**src/rtl/pxser_pkg.sv**
```systemverilog
package pxser_pkg;

    // Action applied to the shift register in a given cycle
    typedef enum logic [1:0] {
        SR_HOLD  = 2'd0,
        SR_LOAD  = 2'd1,
        SR_SHIFT = 2'd2,
        SR_CLEAR = 2'd3
    } sr_op_e;

    // Decide the register action from frame start, active video and word boundary
    function automatic sr_op_e pick_op(input logic fs, input logic act, input logic boundary);
        sr_op_e op;
        if (fs)
            op = SR_CLEAR;
        else if (!act)
            op = SR_HOLD;
        else if (boundary)
            op = SR_LOAD;
        else
            op = SR_SHIFT;
        return op;
    endfunction

endpackage

```
**src/rtl/pxser_phase.sv**
```systemverilog
module pxser_phase #(
    parameter int WORD_W = 8
) (
    input  logic clk,
    input  logic rst,
    input  logic fs,
    input  logic active,
    output logic boundary
);
    localparam int PH_W = (WORD_W > 1) ? $clog2(WORD_W) : 1;
    localparam logic [PH_W-1:0] PH_LAST = PH_W'(WORD_W - 1);

    logic [PH_W-1:0] phase;

    always_ff @(posedge clk) begin
        if (rst || fs || !active)
            phase <= '0;
        else if (phase == PH_LAST)
            phase <= '0;
        else
            phase <= phase + 1'b1;
    end

    assign boundary = (phase == '0);
endmodule

```
**src/rtl/pxser_addr.sv**
```systemverilog
module pxser_addr #(
    parameter int ADDR_W = 10
) (
    input  logic              clk,
    input  logic              rst,
    input  logic              fs,
    input  logic              adv,
    output logic [ADDR_W-1:0] addr
);
    always_ff @(posedge clk) begin
        if (rst || fs)
            addr <= '0;
        else if (adv)
            addr <= addr + 1'b1;
    end
endmodule

```
**src/rtl/pxser_piso.sv**
```systemverilog
module pxser_piso
    import pxser_pkg::*;
#(
    parameter int WORD_W = 8
) (
    input  logic              clk,
    input  logic              rst,
    input  sr_op_e            op,
    input  logic [WORD_W-1:0] din,
    output logic              msb
);
    logic [WORD_W-1:0] sr;
    logic [WORD_W-1:0] shifted;

    generate
        if (WORD_W > 1) begin : g_wide
            assign shifted = {sr[WORD_W-2:0], 1'b0};
        end else begin : g_single
            assign shifted = '0;
        end
    endgenerate

    always_ff @(posedge clk) begin
        if (rst) begin
            sr <= '0;
        end else begin
            unique case (op)
                SR_LOAD:  sr <= din;
                SR_SHIFT: sr <= shifted;
                SR_CLEAR: sr <= '0;
                default:  sr <= sr;
            endcase
        end
    end

    assign msb = sr[WORD_W-1];
endmodule

```
**src/rtl/pixel_serializer.sv**
```systemverilog
module pixel_serializer
    import pxser_pkg::*;
#(
    parameter int WORD_W = 8,
    parameter int ADDR_W = 10
) (
    input  logic              clk,
    input  logic              rst,
    input  logic              frame_start,
    input  logic              active,
    input  logic [WORD_W-1:0] mem_data,
    output logic              pix_out,
    output logic [ADDR_W-1:0] word_addr,
    output logic              load_stb
);
    logic   boundary;
    logic   msb;
    logic   act_q;
    sr_op_e op;

    assign op       = pick_op(frame_start, active, boundary);
    assign load_stb = !rst && (op == SR_LOAD);

    pxser_phase #(.WORD_W(WORD_W)) u_phase (
        .clk      (clk),
        .rst      (rst),
        .fs       (frame_start),
        .active   (active),
        .boundary (boundary)
    );

    pxser_addr #(.ADDR_W(ADDR_W)) u_addr (
        .clk  (clk),
        .rst  (rst),
        .fs   (frame_start),
        .adv  (load_stb),
        .addr (word_addr)
    );

    pxser_piso #(.WORD_W(WORD_W)) u_piso (
        .clk (clk),
        .rst (rst),
        .op  (op),
        .din (mem_data),
        .msb (msb)
    );

    // Pixel stage: gate with active video delayed to line up with the shifter
    always_ff @(posedge clk) begin
        if (rst)
            act_q <= 1'b0;
        else
            act_q <= active;
    end

    assign pix_out = act_q & msb;
endmodule

```
**config.mk**
```make
export PLATFORM = sky130hd
export DESIGN_NAME = pixel_serializer
export DESIGN_NICKNAME = d
export VERILOG_FILES = /design/src/rtl/pxser_pkg.sv /design/src/rtl/pxser_phase.sv /design/src/rtl/pxser_addr.sv /design/src/rtl/pxser_piso.sv /design/src/rtl/pixel_serializer.sv
export SDC_FILE = /design/constraint.sdc
export NUM_CORES = 1
export LEC_CHECK = 0
export ABC_CLOCK_PERIOD_IN_PS = 2100
export BUFFER_PORTS_ARGS = -buffer_cell sky130_fd_sc_hd__buf_2
export CAP_MARGIN = 5
export CORE_ASPECT_RATIO = 1.4
export CORE_MARGIN = 8
export CORE_UTILIZATION = 30
export CTS_CLUSTER_SIZE = 8
export DETAILED_ROUTE_END_ITERATION = 16
export HOLD_SLACK_MARGIN = 0.06
export SETUP_SLACK_MARGIN = 0.4
export SLEW_MARGIN = 10
export SYNTH_ARGS = -nofsm -noshare
export SYNTH_HDL_FRONTEND = slang
export SYNTH_SLANG_ARGS = --single-unit
export TNS_END_PERCENT = 30
```
**constraint.sdc**
```tcl
create_clock -name clk -period 2.1 [get_ports clk]
set_input_delay 0.315 -clock clk [delete_from_list [all_inputs] [get_ports clk]]
set_output_delay 0.315 -clock clk [all_outputs]
set_load 0.03 [all_outputs]
```
[Word level (Yosys, flattened, before mapping)]
Cells that the tools add are included.
Cells by class
  $add $sub $neg: 2
  equal/unequal tests: 4
  muxes and demuxes: 4
  bitwise operators: 1
  reductions and logical operators: 8
Operators by type and width (count)
  $pmux 8 s3: 1
  $add 10x1->10 const B: 1
  $mux 2: 3
  $eq 2x2->1 const B: 2
  $add 3x1->3 const B: 1
  $eq 3x3->1 const B: 1
  $logic_not 3->1: 1
  $reduce_bool 3->1: 1
  $eq 2x1->1 const B: 1
  $logic_not 1->1: 2
  $logic_or 1x1->1: 2
  $reduce_or 2->1: 1
  $and 1x1->1: 1
  $logic_and 1x1->1: 1
Storage, ports and cells
  register bits after elaboration: 22
  input port bits: 12
  output and inout bits: 12
  word-level logic and storage cells: 23

[Logic depth before layout (Yosys ltp)]
  depth in word-level cells: 6
  depth in mapped cells: 6
  depth with buffers taken out: 5

[Cells and area by module]
A second synthesis with hierarchy kept.
Second synthesis, totals
  cells, all modules: 110
  area total of the unflattened synthesis: 1104.8 um^2
Modules (own cells, without submodules)
  pxser_addr: instances 1, cells an instance 48, area each 444.2 um^2
  pxser_piso: instances 1, cells an instance 42, area each 432.9 um^2
  pxser_phase: instances 1, cells an instance 13, area each 153.9 um^2
  pixel_serializer: instances 1, cells an instance 7, area each 73.8 um^2

[Worst setup path before layout]
Ideal clock, no wire load.
  kind: input -> output
  start: input port frame_start
  end: output port load_stb
  arrival: 1.337 ns
  data required time: 1.785 ns
  slack: 0.448 ns
  stages: 4
  path buffers: 2
  cell sequence: or2_1 > clkbuf_1 > clkbuf_1 > nor2_1
On the way
  cells in the longest elaborated chain, start to end: 3
Ends and longest elaborated chain
  start, declared: RTL line pixel_serializer.sv:9  | input logic frame_start,
  $mux 2: RTL line pxser_pkg.sv:14  | if (fs)
  $eq 2x1->1: RTL line pixel_serializer.sv:22  | assign load_stb = !rst && (op == SR_LOAD);
  $logic_and 1x1->1: RTL line pixel_serializer.sv:22
  end, declared: RTL line pixel_serializer.sv:14  | output logic load_stb
Every way passes these cells.

[Final worst setup path]
  start: register u_phase.phase[0]
  end: output port load_stb
On the way
  cells in the longest elaborated chain, start to end: 6
Ends and longest elaborated chain
  start, declared: RTL line pxser_phase.sv:13  | logic [PH_W-1:0] phase;
  start signal, assigned: RTL line pxser_phase.sv:21  | phase <= phase + 1'b1;
  $logic_not 3->1: RTL line pxser_phase.sv:24  | assign boundary = (phase == '0);
  $mux 2: RTL line pxser_pkg.sv:18  | else if (boundary)
  $mux 2: RTL line pxser_pkg.sv:16  | else if (!act)
  $mux 2: RTL line pxser_pkg.sv:14
  $eq 2x1->1: RTL line pixel_serializer.sv:22
  $logic_and 1x1->1: RTL line pixel_serializer.sv:22
Every way passes these cells.

==> impl_metrics.yaml <==
setup_path:
  cp_max_fo: 9
  regToRegStartpoint: "u_phase.phase[0]$_SDFF_PP0_"
  cp.arrival_ns: 1.29
  cp-end-kind: "output port"
  cpLargestDelayFamily: "flip-flops"
  cp_num_cells: 5
  crit_path_cell_trace: "inv_1 > ha_4 > nand3b_4 > nor2_4 > buf_4"
  r2r-end: "u_addr.addr[8]$_SDFFE_PP0P_"
  slowest_stage: "dfxtp_1"
  slowest_delay_ns: 0.32
  path_class: "reg2out"
  r2r_setup_slack_ns: 0.58
  r2r_cells: 5
  crit_buf_inv: 2
  setup.worst_path.start_class: "flop"
  crit_required_ns: 1.78
clocking:
  cts.clk_slew.worst_paths_ns: 0.08
  insertion_delay_ns: 0.26
  cts-resized-gates: 3
  clk_path_buf_depth: 2
  hold_buffers: 0
  cts_max_level: 1
  cts_root_buf: "clkbuf_8"
  cts_tree: "built"
  cts.sinks: 22
  cts_buffers: 3
  cts_setup_buffers: 0
timing:
  rsz0062_at_grt: "yes"
  period_needed_ns: 1.61
  slew_headroom_pct: 71.4
  skew_ns: 0.00215
  setup_viol: 0
  timing.setup.tns_ns: 0
  post-route-period-util_pct: 76.4
  drv_slew: 0
  final_hold_viol_count: 0
  timing.fmax_ghz: 0.623
  worst_pin_slew_ns: 0.429
power:
  clockPowerShare_pct: 37.5
  power_leakage_nw: 0.537
  power_frac_seq_pct: 53.4
  irDropWorstVdd_uv: 395
  combPwrFrac_pct: 9.1
  switching_share_pct: 22.7
  switchingPower_w: 0.000184
  p_per_area_nw_per_um2: 659
  internal_power_w: 0.000625
detailed_routing:
  drc_errors: 0
  finalWirelength_mm: 2.20
  via_per_inst: 5.03
  vias: 850
  ant_nets: 0
  wl_per_cell_um: 13.0
  drtIter0Drc: 11
  drt_pre_antenna_iters: 4
logic_synthesis:
  yosys.area.top_type: "dfxtp_1"
  syn_area_um2: 990
  yosysMostFrequentCell: "dfxtp_1"
  syn-num-nets: 123
  synthTopCellsByArea: "dfxtp_1 45%, mux2i_1 9.1%, a211oi_1 5.3%"
  synth_cell_types: 27
  synthTopCellsByCount: "22 x dfxtp_1, 11 x nor2_1, 9 x mux2i_1"
  ys_seq_elements: 22
  synth-edff-count: 0
  synthSimpleGateAreaFrac_pct: 23.8
  synth_top_flop_cell: "dfxtp_1"
  syn-instance-count: 107
  synth_top_family_by_area: "simple AND/OR/NAND/NOR gates"
  yosys_warnings: 0
  synth-xor-area-share_pct: 1.77
  ys_seq_area_share_pct: 44.5
  synth.avg_cell_area_um2: 9.25
  synth_compound_area_share_pct: 12.1
  synth-adder-area-share_pct: 5.06
  synth.area.mux_share_pct: 9.10
  synth_async_sr_flop_share_pct: 0
  synth_top_cell_area_share_pct: 44.5
run:
  maxCapViolCount: 0
hold_path:
  hold_path_class: "in2reg"
  hold_depth: 2
  hp-start: "rst"
  hold_end: "act_q$_SDFF_PP0_"
floorplanning:
  chipWidth_um: 64.5
  fp.dieH_um: 84.0
  placementRows: 24
  pin_count: 24
  dieArea_um2: 5420
  core_um2: 3120
  start_util_pct: 31.7
placement:
  routabilityCongestion: 0.773
  place_hpwl_mm: 1.67
  dp_cells: 165
  io_buffers: 23
finish:
  syn_to_final_growth_pct: 23.9
  drive_above_1_share_pct: 24.6
  fin_nets: 147
  instances_no_fill: 169
  fill_cells: 332
  diodes: 0
grt:
  grt_pass1_vias: 911
  grt.overflow.total: 0
  grt_max_degree: 22
  grt_use_total_pct: 8.63
  grt_pass1_wl_mm: 3.87
  antenna_found_initial: 0
run_status:
  status: "complete, no violations"
==> power groups by stage <==
stage | logic (W) | registers (W) | clock network, W
floorplan | 0.0000442 | 0.000443 | 0
global placement | 0.0000664 | 0.000441 | 0
detailed placement | 0.0000691 | 0.000442 | 0
CTS | 0.0000715 | 0.000432 | 0.000312
global route | 0.0000836 | 0.000434 | 0.000326
finish | 0.0000738 | 0.000432 | 0.000303
==> placed cells by master (no fill, tap or decap) <==
master | netlist | layout
nand4b_2 | 1 | 1
a21oi_1 | 7 | 7
mux2i_1 | 9 | 9
or4_1 | 3 | 3
and2_1 | 4 | 4
ha_1 | 4 | 3
nor2_4 | 0 | 1
nand2b_1 | 1 | 1
nor2b_1 | 1 | 1
nand3_1 | 4 | 4
o21ai_0 | 2 | 2
or3_1 | 4 | 4
xnor2_1 | 1 | 1
nand4_1 | 1 | 1
nand3b_4 | 0 | 1
xor2_1 | 1 | 1
buf_4 | 0 | 2
or2_1 | 1 | 1
clkbuf_8 | 0 | 4
nor3b_1 | 1 | 1
buf_2 | 2 | 22
nand2_1 | 6 | 6
nor4_1 | 2 | 2
inv_1 | 4 | 4
and2b_1 | 1 | 1
a211oi_1 | 7 | 7
dfxtp_1 | 22 | 22
nor2_1 | 11 | 10
o31ai_1 | 3 | 3
ha_4 | 0 | 1
==> routing by layer <==
layer  vias to the layer above  track usage, %  wire length, um
met1                       404            8.71              896
met3                         5            2.28               81
met5                         -               0                0
li1                        427               -                -
met2                        14            15.5             1190
met4                         0            4.38               38
==> sequential cells by signal, summed over array words and instances, names as in the netlist <==
register       count
act_q              1
u_addr.addr       10
u_piso.sr          8
u_phase.phase      3
==> cell families after synthesis <==
family	Yosys count
and+or+nand+nor	42
DFF	22
AOI/OAI and AO/OA	19
buffers and inverters	9
muxes	9
adders and majority gates	4
xor gates and xnor gates	2
==> cell type report <==
class / count / area, um^2 / area share [%]
Multi-Input combinational cell: 76 / 542 / 44.2
Tap cell: 39 / 48.8 / 3.98
Clock buffer: 4 / 55.1 / 4.49
Timing Repair Buffer: 24 / 125 / 10.2
Sequential cell: 22 / 440 / 35.9
Inverter: 4 / 15.0 / 1.22
==> metrics by stage <==
step	area [um^2]	total power (W)	setup slack (ns)	util [%]	hold WS, ns
3_5_place_dp	1140	0.000511	0.438	36.5	0.466
4_1_cts	1210	0.000816	0.418	38.7	0.260
5_1_grt	1230	0.000843	0.391	39.3	0.266
6_report	1230	0.000808	0.495	39.3	0.259
3_3_place_gp	1140	0.000508	0.528	36.5	0.460
2_1_floorplan	990	0.000488	0.448	-	0.387
==> how the worst max path moves through the flow <==
stage                                      from  slack (ns)                     endpoint
finish              u_phase.phase[0]$_SDFF_PP0_        0.49                     load_stb
detailed placement                       active        0.44  u_addr.addr[5]$_SDFFE_PP0P_
global placement                         active        0.53  u_addr.addr[5]$_SDFFE_PP0P_
floorplan                           frame_start        0.45                     load_stb
global route        u_phase.phase[0]$_SDFF_PP0_        0.39  u_addr.addr[8]$_SDFFE_PP0P_
CTS                 u_phase.phase[0]$_SDFF_PP0_        0.42                     load_stb
==> worst reg2reg max path, cell delays in order, from the launching register on <==
cell      delay (ns)
dfxtp_1         0.32
inv_1           0.11
ha_4            0.17
nand4b_2        0.18
or4_1           0.54
a21oi_1         0.14
No activity file was read; power rests on OpenSTA's default activity.
